[src/rtl/lnm_pkg.sv]
package lnm_pkg;
   typedef enum logic [1:0] {
      PS_OTHER  = 2'd0,
      PS_ACTIVE = 2'd1,
      PS_MAINT  = 2'd2,
      PS_TRACE  = 2'd3
   } port_st_e;

   localparam int IRQ_N      = 3;
   localparam int IRQ_EXPIRE = 0;
   localparam int IRQ_TPROP  = 1;
   localparam int IRQ_SELFT  = 2;
endpackage

[src/rtl/lnm_noise_timer.sv]
module lnm_noise_timer #(
   parameter int CNT_W = 16
) (
   input  logic             clk,
   input  logic             rst_n,
   input  logic             tick,
   input  logic             ls_idle,
   input  logic             count_ok,
   input  logic             host_load,
   input  logic [CNT_W-1:0] host_val,
   input  logic [CNT_W-1:0] max_val,
   output logic             expire
);
   localparam logic [CNT_W-1:0] ONE  = CNT_W'(1);
   localparam logic [CNT_W-1:0] ZERO = '0;

   logic [CNT_W-1:0] count;
   logic             prev_idle;
   logic             running;
   logic             reload;
   logic             dec;

   assign reload = prev_idle & ~ls_idle;
   assign dec    = running & tick & count_ok & ~host_load & ~reload &
                   ~ls_idle & (count != ZERO);
   assign expire = dec & (count == ONE);

   always_ff @(posedge clk) begin
      if (!rst_n) begin
         count     <= ZERO;
         running   <= 1'b0;
         prev_idle <= 1'b0;
      end else begin
         prev_idle <= ls_idle;
         if (host_load) begin
            count   <= host_val;
            running <= 1'b1;
         end else if (reload) begin
            count   <= max_val;
            running <= 1'b1;
         end else if (ls_idle) begin
            running <= 1'b0;
         end else if (dec) begin
            count <= count - ONE;
         end
      end
   end

   AST_EXPIRE_SINGLE: assert property (@(posedge clk) disable iff (!rst_n)
      expire |=> !expire);
   AST_ZERO_HOLDS: assert property (@(posedge clk) disable iff (!rst_n)
      (count == ZERO && !host_load && !reload) |=> (count == ZERO));
   AST_RELOAD_VALUE: assert property (@(posedge clk) disable iff (!rst_n)
      (reload && !host_load) |=> (count == $past(max_val)));
   AST_IDLE_FREEZE: assert property (@(posedge clk) disable iff (!rst_n)
      (ls_idle && !host_load) |=> $stable(count));
endmodule

[src/rtl/lnm_expiry_router.sv]
module lnm_expiry_router
   import lnm_pkg::*;
(
   input  logic     clk,
   input  logic     rst_n,
   input  port_st_e st,
   input  logic     ls_flag,
   input  logic     noise_en,
   input  logic     host_wr,
   input  logic     trace_req,
   input  logic     expire,
   output logic     count_ok,
   output logic     host_load,
   output logic     break_req,
   output logic     trace_go,
   output logic     tne_set
);
   logic in_active;
   logic in_maint;

   assign in_active = (st == PS_ACTIVE);
   assign in_maint  = (st == PS_MAINT);

   always_comb begin
      unique case (st)
         PS_ACTIVE: count_ok = ls_flag;
         PS_MAINT:  count_ok = noise_en;
         default:   count_ok = 1'b1;
      endcase
   end

   assign host_load = host_wr & in_maint & ~noise_en;
   assign break_req = expire & in_active & ~trace_req;
   assign trace_go  = expire & in_active & trace_req;
   assign tne_set   = expire & in_maint & noise_en;

   AST_BREAK_ONLY_ACTIVE: assert property (@(posedge clk) disable iff (!rst_n)
      (break_req || trace_go) |-> (st == PS_ACTIVE));
   AST_NO_DUAL_REQ: assert property (@(posedge clk) disable iff (!rst_n)
      !(break_req && trace_go));
   AST_FLAG_GATES_ACTIVE: assert property (@(posedge clk) disable iff (!rst_n)
      (st == PS_ACTIVE && !ls_flag) |-> !expire);
   AST_MAINT_HOLD: assert property (@(posedge clk) disable iff (!rst_n)
      (st == PS_MAINT && !noise_en) |-> !expire);
endmodule

[src/rtl/lnm_irq_bank.sv]
module lnm_irq_bank #(
   parameter int N        = 3,
   parameter bit SET_WINS = 1'b1
) (
   input  logic         clk,
   input  logic         rst_n,
   input  logic [N-1:0] set_i,
   input  logic [N-1:0] clr_i,
   input  logic [N-1:0] mask_i,
   output logic [N-1:0] flags,
   output logic         irq
);
   for (genvar i = 0; i < N; i++) begin : g_flag
      if (SET_WINS) begin : g_setwin
         always_ff @(posedge clk) begin
            if (!rst_n) flags[i] <= 1'b0;
            else        flags[i] <= set_i[i] | (flags[i] & ~clr_i[i]);
         end
      end else begin : g_clrwin
         always_ff @(posedge clk) begin
            if (!rst_n) flags[i] <= 1'b0;
            else        flags[i] <= (flags[i] | set_i[i]) & ~clr_i[i];
         end
      end

      AST_FLAG_STICKY: assert property (@(posedge clk) disable iff (!rst_n)
         (flags[i] && !clr_i[i]) |=> flags[i]);
   end

   assign irq = |(flags & mask_i);
endmodule

[src/rtl/lnm_tx_trace.sv]
module lnm_tx_trace
   import lnm_pkg::*;
#(
   parameter int             SYM_W      = 5,
   parameter logic [SYM_W-1:0] HALT_SYM  = 5'b00100,
   parameter logic [SYM_W-1:0] QUIET_SYM = 5'b00000,
   parameter bit             ALT_MASTER = 1'b1
) (
   input  logic             clk,
   input  logic             rst_n,
   input  port_st_e         st,
   input  logic [SYM_W-1:0] tx_in,
   output logic [SYM_W-1:0] tx_sym,
   output logic             scrub_off
);
   logic in_trace;
   assign in_trace  = (st == PS_TRACE);
   assign scrub_off = in_trace;

   if (ALT_MASTER) begin : g_alt
      logic phase;
      always_ff @(posedge clk) begin
         if (!rst_n) phase <= 1'b0;
         else        phase <= in_trace ? ~phase : 1'b0;
      end
      assign tx_sym = in_trace ? (phase ? QUIET_SYM : HALT_SYM) : tx_in;

      AST_MASTER_ALTERNATES: assert property (@(posedge clk) disable iff (!rst_n)
         (in_trace && $past(st == PS_TRACE)) |-> (tx_sym != $past(tx_sym)));
   end else begin : g_const
      assign tx_sym = in_trace ? HALT_SYM : tx_in;
   end

   AST_TRACE_SOURCES: assert property (@(posedge clk) disable iff (!rst_n)
      in_trace |-> (tx_sym == HALT_SYM || tx_sym == QUIET_SYM));
endmodule

[src/rtl/line_noise_monitor.sv]
module line_noise_monitor
   import lnm_pkg::*;
#(
   parameter int CNT_W = 16
) (
   input  logic             clk,
   input  logic             rst_n,
   input  logic             tick,
   input  logic             ls_idle,
   input  logic             ls_master,
   input  logic             ls_quiet,
   input  logic             ls_halt,
   input  logic             ls_flag,
   input  logic             trace_req,
   input  logic [1:0]       port_state,
   input  logic             noise_tmr_en,
   input  logic [CNT_W-1:0] noise_max,
   input  logic             host_tmr_wr,
   input  logic [CNT_W-1:0] host_tmr_data,
   input  logic [2:0]       irq_mask,
   input  logic [2:0]       irq_clr,
   input  logic [4:0]       tx_in,
   output logic             break_req,
   output logic             trace_go,
   output logic [2:0]       irq_flags,
   output logic             irq_out,
   output logic [4:0]       tx_sym,
   output logic             scrub_off
);
   localparam int SYM_W = 5;

   if (CNT_W < 2 || CNT_W > 32) begin : g_bad_width
      $error("line_noise_monitor: CNT_W must lie in 2..32");
   end

   port_st_e         st;
   logic             count_ok;
   logic             host_load;
   logic             expire;
   logic             tne_set;
   logic [IRQ_N-1:0] irq_set;

   assign st = port_st_e'(port_state);

   lnm_noise_timer #(.CNT_W(CNT_W)) u_timer (
      .clk       (clk),
      .rst_n     (rst_n),
      .tick      (tick),
      .ls_idle   (ls_idle),
      .count_ok  (count_ok),
      .host_load (host_load),
      .host_val  (host_tmr_data),
      .max_val   (noise_max),
      .expire    (expire)
   );

   lnm_expiry_router u_router (
      .clk       (clk),
      .rst_n     (rst_n),
      .st        (st),
      .ls_flag   (ls_flag),
      .noise_en  (noise_tmr_en),
      .host_wr   (host_tmr_wr),
      .trace_req (trace_req),
      .expire    (expire),
      .count_ok  (count_ok),
      .host_load (host_load),
      .break_req (break_req),
      .trace_go  (trace_go),
      .tne_set   (tne_set)
   );

   always_comb begin
      irq_set             = '0;
      irq_set[IRQ_EXPIRE] = tne_set;
      irq_set[IRQ_TPROP]  = ls_master & (st == PS_ACTIVE || st == PS_TRACE);
      irq_set[IRQ_SELFT]  = (st == PS_TRACE) & (ls_quiet | ls_halt);
   end

   lnm_irq_bank #(.N(IRQ_N), .SET_WINS(1'b1)) u_irq (
      .clk    (clk),
      .rst_n  (rst_n),
      .set_i  (irq_set),
      .clr_i  (irq_clr),
      .mask_i (irq_mask),
      .flags  (irq_flags),
      .irq    (irq_out)
   );

   lnm_tx_trace #(.SYM_W(SYM_W)) u_tx (
      .clk       (clk),
      .rst_n     (rst_n),
      .st        (st),
      .tx_in     (tx_in),
      .tx_sym    (tx_sym),
      .scrub_off (scrub_off)
   );

   AST_TPROP_SETS: assert property (@(posedge clk) disable iff (!rst_n)
      (ls_master && (st == PS_ACTIVE || st == PS_TRACE)) |=> irq_flags[IRQ_TPROP]);
   AST_SELFT_SETS: assert property (@(posedge clk) disable iff (!rst_n)
      ((st == PS_TRACE) && (ls_quiet || ls_halt)) |=> irq_flags[IRQ_SELFT]);
   AST_TNE_SETS: assert property (@(posedge clk) disable iff (!rst_n)
      (expire && st == PS_MAINT && noise_tmr_en) |=> irq_flags[IRQ_EXPIRE]);
endmodule

[config.mk]
export PLATFORM = sky130hd
export DESIGN_NAME = line_noise_monitor
export DESIGN_NICKNAME = d
export VERILOG_FILES = /design/src/rtl/lnm_pkg.sv /design/src/rtl/lnm_noise_timer.sv /design/src/rtl/lnm_expiry_router.sv /design/src/rtl/lnm_irq_bank.sv /design/src/rtl/lnm_tx_trace.sv /design/src/rtl/line_noise_monitor.sv
export SDC_FILE = /design/constraint.sdc
export NUM_CORES = 1
export LEC_CHECK = 0
export CAP_MARGIN = 20
export CELL_PAD_IN_SITES_DETAIL_PLACEMENT = 0
export CELL_PAD_IN_SITES_GLOBAL_PLACEMENT = 1
export CORE_AREA = 2 2 75 77
export CTS_BUF_LIST = sky130_fd_sc_hd__clkbuf_4 sky130_fd_sc_hd__clkbuf_8
export DETAILED_ROUTE_END_ITERATION = 10
export DIE_AREA = 0 0 77 79
export PLACE_DENSITY_LB_ADDON = 0.1
export SLEW_MARGIN = 5
export SYNTH_ARGS = -nofsm -noshare
export SYNTH_HDL_FRONTEND = slang
export SYNTH_SLANG_ARGS = --single-unit
[constraint.sdc]
create_clock -name clk -period 2.7 [get_ports clk]
set_input_delay 0.54 -clock clk [delete_from_list [all_inputs] [get_ports clk]]
set_output_delay 0.54 -clock clk [all_outputs]
set_load 0.02 [all_outputs]
## After elaboration in Yosys (flattened, before gate mapping)

Index checks and enable logic that the tools add are counted.
W data, S select, Z words.

- Add/sub/neg operators: 1
- Multipliers: 0
- Div/mod/pow operators: 0
- Magnitude comparators: 0
- Equality and inequality tests: 5
- Shifts and indexed selects: 0
- Mux-type cells: 10
- Bitwise operators: 34
- Reduce and logical (&&, ||, !) cells: 7

Operators by type and width:

| cell | number |
|---|---|
| $mux W16 | 4 |
| $and A1 B1 Y1 | 20 |
| $eq A16 B1 Y1 const B | 1 |
| $reduce_bool A16 Y1 | 1 |
| $sub A16 B1 Y16 const B | 1 |
| $not A1 Y1 | 9 |
| $reduce_bool A3 Y1 | 2 |
| $mux W5 | 1 |
| $eq A2 B2 Y1 const B | 2 |
| $or A1 B1 Y1 | 4 |
| $reduce_and A2 Y1 | 2 |
| $and A3 B3 Y3 | 1 |
| $mux W1 | 3 |
| $mux W3 | 1 |
| $ne A3 B1 Y1 const B | 1 |
| $reduce_or A3 Y1 | 1 |
| $eq A2 B1 Y1 const B | 1 |
| $pmux W1 S2 | 1 |
| $logic_or A1 B1 Y1 | 1 |

- Register bits after elaboration: 22
- Bits in latches: 0
- RAM bits: 0
- ROM bits: 0
- Input bits: 56
- Memories kept: 0

## Longest topological paths before layout

Gate-level depths: netlist of run 1.

- Depth after elaboration: 12
- Mapped depth: 10
- Gate-level depth less buffers: 8

## By module

From an unflattened synthesis of run 1, not the netlist that was laid out.

- Cell total of the unflattened synthesis: 211
- Area, all modules: 1622.8 µm²

Modules (own cells, without submodules):

| module | instances | cells an instance | area each (µm²) | sequential area each (µm²) |
|---|---|---|---|---|
| lnm_noise_timer | 1 | 179 | 1330.0 | 360.3 |
| lnm_irq_bank | 1 | 11 | 115.1 | 60.1 |
| lnm_tx_trace | 1 | 10 | 86.3 | 20.0 |
| lnm_expiry_router | 1 | 9 | 75.1 | 0.0 |
| line_noise_monitor | 1 | 2 | 16.3 | 0.0 |

## Least setup slack after synthesis of run 1

Ideal clock, no wire load.

- Path kind: input port to output port
- Start: input port port_state[0]
- End: output port break_req
- Arrival time: 2.169 ns
- Setup slack: -0.009 ns
- Cell stages on the path: 9
- Path buffers: 1
- Cells stage by stage: inv_1 > ha_1 > and3b_1 > clkbuf_1 > nor3_2 > nand4_1 > nor3_1 > nand2_1 > nor2_1

- Longest elaborated chain between the ends: 11
- Elaborated cells on any way between the ends: 14
- Those cells by class: 2 x eq/ne; 1 x mux; 11 x bitwise

Ends and longest elaborated chain:

| what | line | text |
|---|---|---|
| start: declaration | line_noise_monitor.sv:15 | `input logic [1:0] port_state,` |
| $eq A2 B2 Y1 | lnm_expiry_router.sv:22, lnm_expiry_router.sv:25 |  |
| $and A1 B1 Y1 (2 in series) | lnm_expiry_router.sv:32 | `assign host_load = host_wr & in_maint & ~noise_en;` |
| $not A1 Y1 | lnm_noise_timer.sv:24 | `assign dec = running & tick & count_ok & ~host_load & ~reload &` |
| $and A1 B1 Y1 (3 in series) | lnm_noise_timer.sv:24 |  |
| $and A1 B1 Y1 | lnm_noise_timer.sv:25 | `~ls_idle & (count != ZERO);` |
| $and A1 B1 Y1 | lnm_noise_timer.sv:26 | `assign expire = dec & (count == ONE);` |
| $and A1 B1 Y1 (*) (2 in series) | lnm_expiry_router.sv:33 | `assign break_req = expire & in_active & ~trace_req;` |
| end: declaration | line_noise_monitor.sv:23 | `output logic break_req,` |

Every way passes the cells marked *; elsewhere a longest branch is shown, timed or not.

## Worst setup path after layout of run 1

- Start: input port port_state[0]
- End: output port trace_go

- Longest elaborated chain between the ends: 11
- Elaborated cells on any way between the ends: 14
- Those cells by class: 2 x eq/ne; 1 x mux; 11 x bitwise

Ends and longest elaborated chain:

| what | line | text |
|---|---|---|
| $eq A2 B2 Y1 | lnm_expiry_router.sv:22, lnm_expiry_router.sv:25 |  |
| $and A1 B1 Y1 (2 in series) | lnm_expiry_router.sv:32 |  |
| $not A1 Y1 | lnm_noise_timer.sv:24 |  |
| $and A1 B1 Y1 (3 in series) | lnm_noise_timer.sv:24 |  |
| $and A1 B1 Y1 | lnm_noise_timer.sv:25 |  |
| $and A1 B1 Y1 | lnm_noise_timer.sv:26 |  |
| $and A1 B1 Y1 (*) (2 in series) | lnm_expiry_router.sv:34 | `assign trace_go = expire & in_active & trace_req;` |
| end: declaration | line_noise_monitor.sv:24 | `output logic trace_go,` |

Marks and branches as above.

==> results.toml, run 1 <==
[timing]
hold_ws_ns = 0.5190
post-route-min-period_ns = 2.514
timing.final.ws_setup_ns = 0.1860
clock_skew_ns = 0.004968
tightest_slew_ns = 0.7269
grt_setup_unrepaired = "no"
fin_crit_sh_pct = 93.11
clock.fmax_mhz = 397.8
hold_viol = 0
slew_headroom_pct = 51.39
final-setup-viol-count = 0
finalMaxSlewViolations = 0

[setup_path]
reg2regPathDepth = 8
worst-setup-path-type = "primary input to primary output"
timing.rr.end = "u_timer.count[6]"
endpoint_kind = "primary output"
r2r-start = "u_timer.count[9]"
required_ns = 2.16
crit_slowest_cell = "nor3_2"
r2r_slack_ns = 0.68
cp_cell_sequence = "clkbuf_2, inv_2, ha_2, and3b_2, nor3_4, nand4_1, nor3_2, and3_1, buf_6"
arrival_ns = 1.97
critPathMaxStageDelay_ns = 0.25
start_kind = "primary input"
critPathMaxFanout = 3

[job]
maxCapViolations = 0

[detailed_routing]
dr.pass1.iters = 4
via_count = 1735
wl_met1_mm = 2.295
viasPerCell = 4.833
route.detailed.drc = 0
wl_per_cell_microns = 13.32
drt-initial-drc-count = 30
ant_nets = 0
wl_met3_microns = 272
routed_wl_mm = 4.783
highest-signal-layer = "met4"
wl_met2_mm = 2.179

[global_route]
grt_max_degree = 21
grt_pass1_vias = 1709
antenna_found_initial = 0
gr-usage-all-layers_pct = 16.64
grt_pass1_wl_mm = 8.307
overflow = 0

[clock_tree]
cts_buffer_depth = 2
cts_tree = "yes"
clkTransAtPathRegs_ns = 0.08
clock_latency_ns = 0.26
cts_num_sinks = 22
cts_max_level = 1
cts_inserted_buffers = 3
root_buffer = "clkbuf_8"

[layout]
layout-drive-gt1-share_pct = 18.82
fill_cells = 571
fin_util_pct = 49.18
num_antenna_cells = 0
layout.cells.non_filler = 359
syn_to_final_growth_pct = 64.16
num-nets-final = 350

[synth]
yosys.area.top_type_share_pct = 27.54
synth_most_common_cell = "a21oi_1"
syn_area_sq_mm = 0.001599
ys_top_cells_by_area = "dfxtp_1 (28%), a21oi_1 (7.2%), ha_1 (4.7%)"
avgSynthCellArea_sq_um = 8.035
synth_common_cells = "a21oi_1 (23), dfxtp_1 (22), nor2_1 (16)"
ys.flop_type = "dfxtp_1"
ys_warn_count = 0
synth_edf_count = 0
netlist_instances = 199
async_reset_ff_share_pct = 0
syn_nets = 261
synth_seq_area_share_pct = 27.54
synth_cell_types = 47
post-synth-top-area-cell = "dfxtp_1"
synth-seq-cells = 22

[placed_design]
place.gp.congestion = 0.7501
port_buffers = 67
preCtsSetupSlack_ns = -0.7808
dp.cells = 353
dp_hpwl_mm = 3.753

[floorplanning]
die_h_microns = 79
num_rows = 27
pin_count = 68
die_w_microns = 77
fp.coreArea_sq_mm = 0.005338
dieArea_sq_mm = 0.006083
start_util_pct = 29.96

[worst_hold_path]
holdPathEnd = "u_irq.flags[1]"
min_from = "u_irq.flags[1]"
holdPathStages = 2
hp-class = "register to register"

[pwr]
power.total_mw = 1.055
ir_drop_mv = 0.2002
p_per_area_mw_per_mm2 = 402.0
power_leakage_nw = 1.089

[status]
status = "complete, no violations"
[stage by stage]
| stage | instance area [sq um] | TNS [ns] |
|---|---|---|
| floorplan | 1602 | 0 |
| global placement | 2502 | -2.099 |
| detailed placement | 2502 | -2.543 |
| CTS | 2581 | 0 |
| global route | 2625 | 0 |
| finish | 2625 | 0 |
[per-layer routing]
layer,vias up,global-route usage [%]
li1,906,-
met1,770,22.49
met2,54,27.72
met3,5,3.068
met4,0,3.750
met5,-,0
[logic make-up after synthesis]
group / share of synthesized area (%)
and+or+nand+nor: 28.17
DFF: 27.54
AOI/OAI and AO/OA: 26.84
buffers and inverters: 4.852
xor gates and xnor gates: 6.025
adders and majority gates: 4.695
muxes: 1.878
[how the worst max path moves through the flow]
stage	from	to	cells past startpoint
CTS	ls_idle	break_req	8
floorplan	port_state[0]	trace_go	8
detailed placement	port_state[0]	trace_go	9
finish	port_state[0]	trace_go	9
global route	port_state[0]	break_req	10
global placement	port_state[0]	trace_go	9
[critical path, delay by kind of cell]
kind | cells | cell delay [ns]
simple gates | 5 | 1.01
buf+inv | 3 | 0.26
fa+ha+maj | 1 | 0.17
[report_power, final]
part           switching, mW  total (mW)  internal [mW]
Sequential            0.0294       0.377          0.348
Clock                  0.111       0.241          0.130
Combinational          0.193       0.438          0.244
[area by class of cell]
class                           instances  area (sq um)  area share, %
Sequential cell                        22         440.4          16.78
Multi-Input combinational cell        159          1135          43.23
Tap cell                               72         90.09          3.432
Inverter                                8         30.03          1.144
Timing Repair Buffer                   94         874.6          33.32
Clock buffer                            4         55.05          2.097
[state kept, by name, indices dropped and copies added, names as in the netlist]
register,cells
u_timer.count,16
u_timer.prev_idle,1
u_tx.g_alt.phase,1
u_timer.running,1
u_irq.flags,3
[repair_timing]
action	in CTS	in global routing
buffers inserted	2	0
gates resized for setup	18	14
pin swaps	6	7
endpoints found under the setup margin	6	4
hold buffers	0	0
[placed cells by master (no fill, tap or decap), types with 3 or more instances in the layout]
| master | n |
|---|---|
| o21ai_1 | 10 |
| xnor2_1 | 6 |
| buf_4 | 27 |
| nand2_1 | 10 |
| nor2b_1 | 9 |
| nor3_1 | 4 |
| dlymetal6s2s_1 | 4 |
| a211oi_1 | 4 |
| nand3_1 | 4 |
| nor2_1 | 15 |
| ha_1 | 4 |
| a21oi_1 | 23 |
| mux2i_1 | 3 |
| nor3_2 | 3 |
| dfxtp_1 | 22 |
| o221ai_1 | 3 |
| or3_1 | 4 |
| xor2_1 | 5 |
| nand4_1 | 3 |
| clkbuf_8 | 4 |
| nand2b_1 | 3 |
| inv_1 | 7 |
| o21ai_0 | 8 |
| a21boi_0 | 3 |
| clkdlybuf4s50_1 | 58 |
(Power assumes the default switching activity.)
==> run 2, diff against run 1 <==
CORE_AREA = 2 2 79 81   (was 2 2 75 77)
DIE_AREA = 0 0 81 83   (was 0 0 77 79)
clock period = 2.3 ns   (was 2.7 ns; I/O delays follow)
==> run 2 against run 1 <==
Compared with the run above: die area rose by 11%; flip-flop and latch count did not move; clock skew fell by 0.0037 ns; core utilization fell by 1.5 points; final area rose by 5.6%; first-iteration DRC count rose by 93%; global-route usage fell by 1.3 points; highest routed layer unchanged.
==> results.toml, run 2 (synthesis gave the netlist of run 1 again) <==
[setup_path]
critPathMaxFanout = 3
crit_family = "simple AND/OR/NAND/NOR gates"
critPathMaxStageDelay_ns = 0.23
critPathBufInv = 3
required_ns = 1.84
path_depth = 9
worst-setup-path-type = "primary input to primary output"
arrival_ns = 1.78
start_kind = "primary input"
endpoint_kind = "primary output"
crit_path_frequent_cell = "nor3_4"
cp_cell_sequence = "buf_8, inv_4, ha_4, and3b_2, nor3_4, nand4_1, nor3_4, and3_4, buf_6"
reg2regPathDepth = 8
crit_slowest_cell = "and3b_2"

[pwr]
p_per_area_mw_per_mm2 = 446.4
ir_drop_mv = 0.2069
power_leakage_nw = 1.196
power.total_mw = 1.237

[timing]
finalMaxSlewViolations = 0
tightest_slew_ns = 0.3082
hold_viol = 0
tns_ns = 0
post-route-min-period_ns = 2.236
clock_skew_ns = 0.001306
final-setup-viol-count = 0
clock.fmax_mhz = 447.3
fin_crit_sh_pct = 97.20
slew_headroom_pct = 79.43
grt_setup_unrepaired = "yes"

[clock_tree]
cts_inserted_buffers = 3
cts_tree = "yes"
hold_buffers = 0
cts_max_level = 1
clkTransAtPathRegs_ns = 0.08
cts_buffer_depth = 2
root_buffer = "clkbuf_8"
clock_latency_ns = 0.26
cts_num_sinks = 22

[worst_hold_path]
holdPathStages = 2
hp-class = "register to register"

[layout]
largest_register_ffs = 16
fin_area_sq_mm = 0.002771
regMostFlops = "u_timer.count"
num-nets-final = 362
num_antenna_cells = 0
layout.cells.non_filler = 373
reg.largest.list = "u_timer.count x16, u_irq.flags x3"
mostFrequentLayoutCell = "clkdlybuf4s50_1"
layout-drive-gt1-share_pct = 22.48
syn_to_final_growth_pct = 73.32
final_cell_mix = "clkdlybuf4s50_1 (53), buf_4 (36), a21oi_1 (23), dfxtp_1 (22), nor2_1 (15)"
fill_cells = 625

[detailed_routing]
wl_per_cell_microns = 13.47
route.detailed.drc = 0
ant_nets = 0
dr.pass1.iters = 4
drt-initial-drc-count = 58
viasPerCell = 4.796
routed_wl_mm = 5.025
via_count = 1789

[global_route]
grt_max_degree = 24
gr-usage-all-layers_pct = 15.33
antenna_found_initial = 0
grt_pass1_wl_mm = 8.266
overflow = 0
grt_pass1_vias = 1745

[floorplanning]
pin_count = 68
fp.coreArea_sq_mm = 0.005816
start_util_pct = 27.50
die_h_microns = 83
dieArea_sq_mm = 0.006723
die_w_microns = 81
num_rows = 28

[placed_design]
post_dp_cell_area_sq_mm = 0.002663
dp_hpwl_mm = 3.940
dp.cells = 369
port_buffers = 67
place.gp.congestion = 0.7286

[job]
maxCapViolations = 0

[status]
status = "complete, no violations"
## run 2: final cells by class
type / count / area (sq um) / share of cell area [%]
clock buffer: 3 / 41.29 / 1.490
inverter: 8 / 32.53 / 1.174
multi-input combinational: 159 / 1150 / 41.49
sequential: 22 / 440.4 / 15.89
tap: 75 / 93.84 / 3.386
timing repair buffer: 106 / 1013 / 36.57
## run 2: timing repair
action,in CTS,in global routing
resized for setup,38,9
cloned,0,0
endpoints found under the setup margin,10,7
pin swaps,10,5
buffers inserted,1,1
## run 2: worst paths after layout
path	from	slack [ns]	end
hold reg to reg	u_irq.flags[1]	0.50	u_irq.flags[1]
setup reg to reg	u_timer.count[1]	0.31	u_timer.count[8]
setup / recovery	port_state[0]	0.06	trace_go
hold / removal	u_irq.flags[1]	0.50	u_irq.flags[1]
## run 2: power breakdown
group / internal (mW) / total [mW] / switching, mW / leakage (nW)
Clock: 0.117 / 0.245 / 0.128 / 0.0216
Sequential: 0.408 / 0.433 / 0.0250 / 0.180
Combinational: 0.314 / 0.559 / 0.245 / 0.994
Total: 0.839 / 1.24 / 0.398 / 1.20
## run 2: worst min-delay path: cells and delay by family (launching register included)
kind | cells | cell delay, ns
AO/OA/AOI/OAI | 1 | 0.06
AND/OR/NAND/NOR | 1 | 0.06
flip-flops | 1 | 0.33
## run 2: per-layer routing
layer / up-vias / routed length (microns) / track usage (%)
li1: 928 / - / -
met1: 807 / 2364 / 20.11
met2: 52 / 2322 / 25.77
met3: 2 / 313 / 2.609
met4: 0 / 23 / 3.698
met5: - / 0 / 0
## run 2: stage by stage
stage	utilization [%]	setup WS (ns)	hold slack (ns)
after global routing	47.65	-0.008453	0.5248
after floorplan	-	0.02276	0.4878
after global placement	45.78	-0.8943	0.4887
final	47.65	0.06438	0.4981
after CTS	47.22	-0.05219	0.5039
after detailed placement	45.78	-0.9625	0.4926
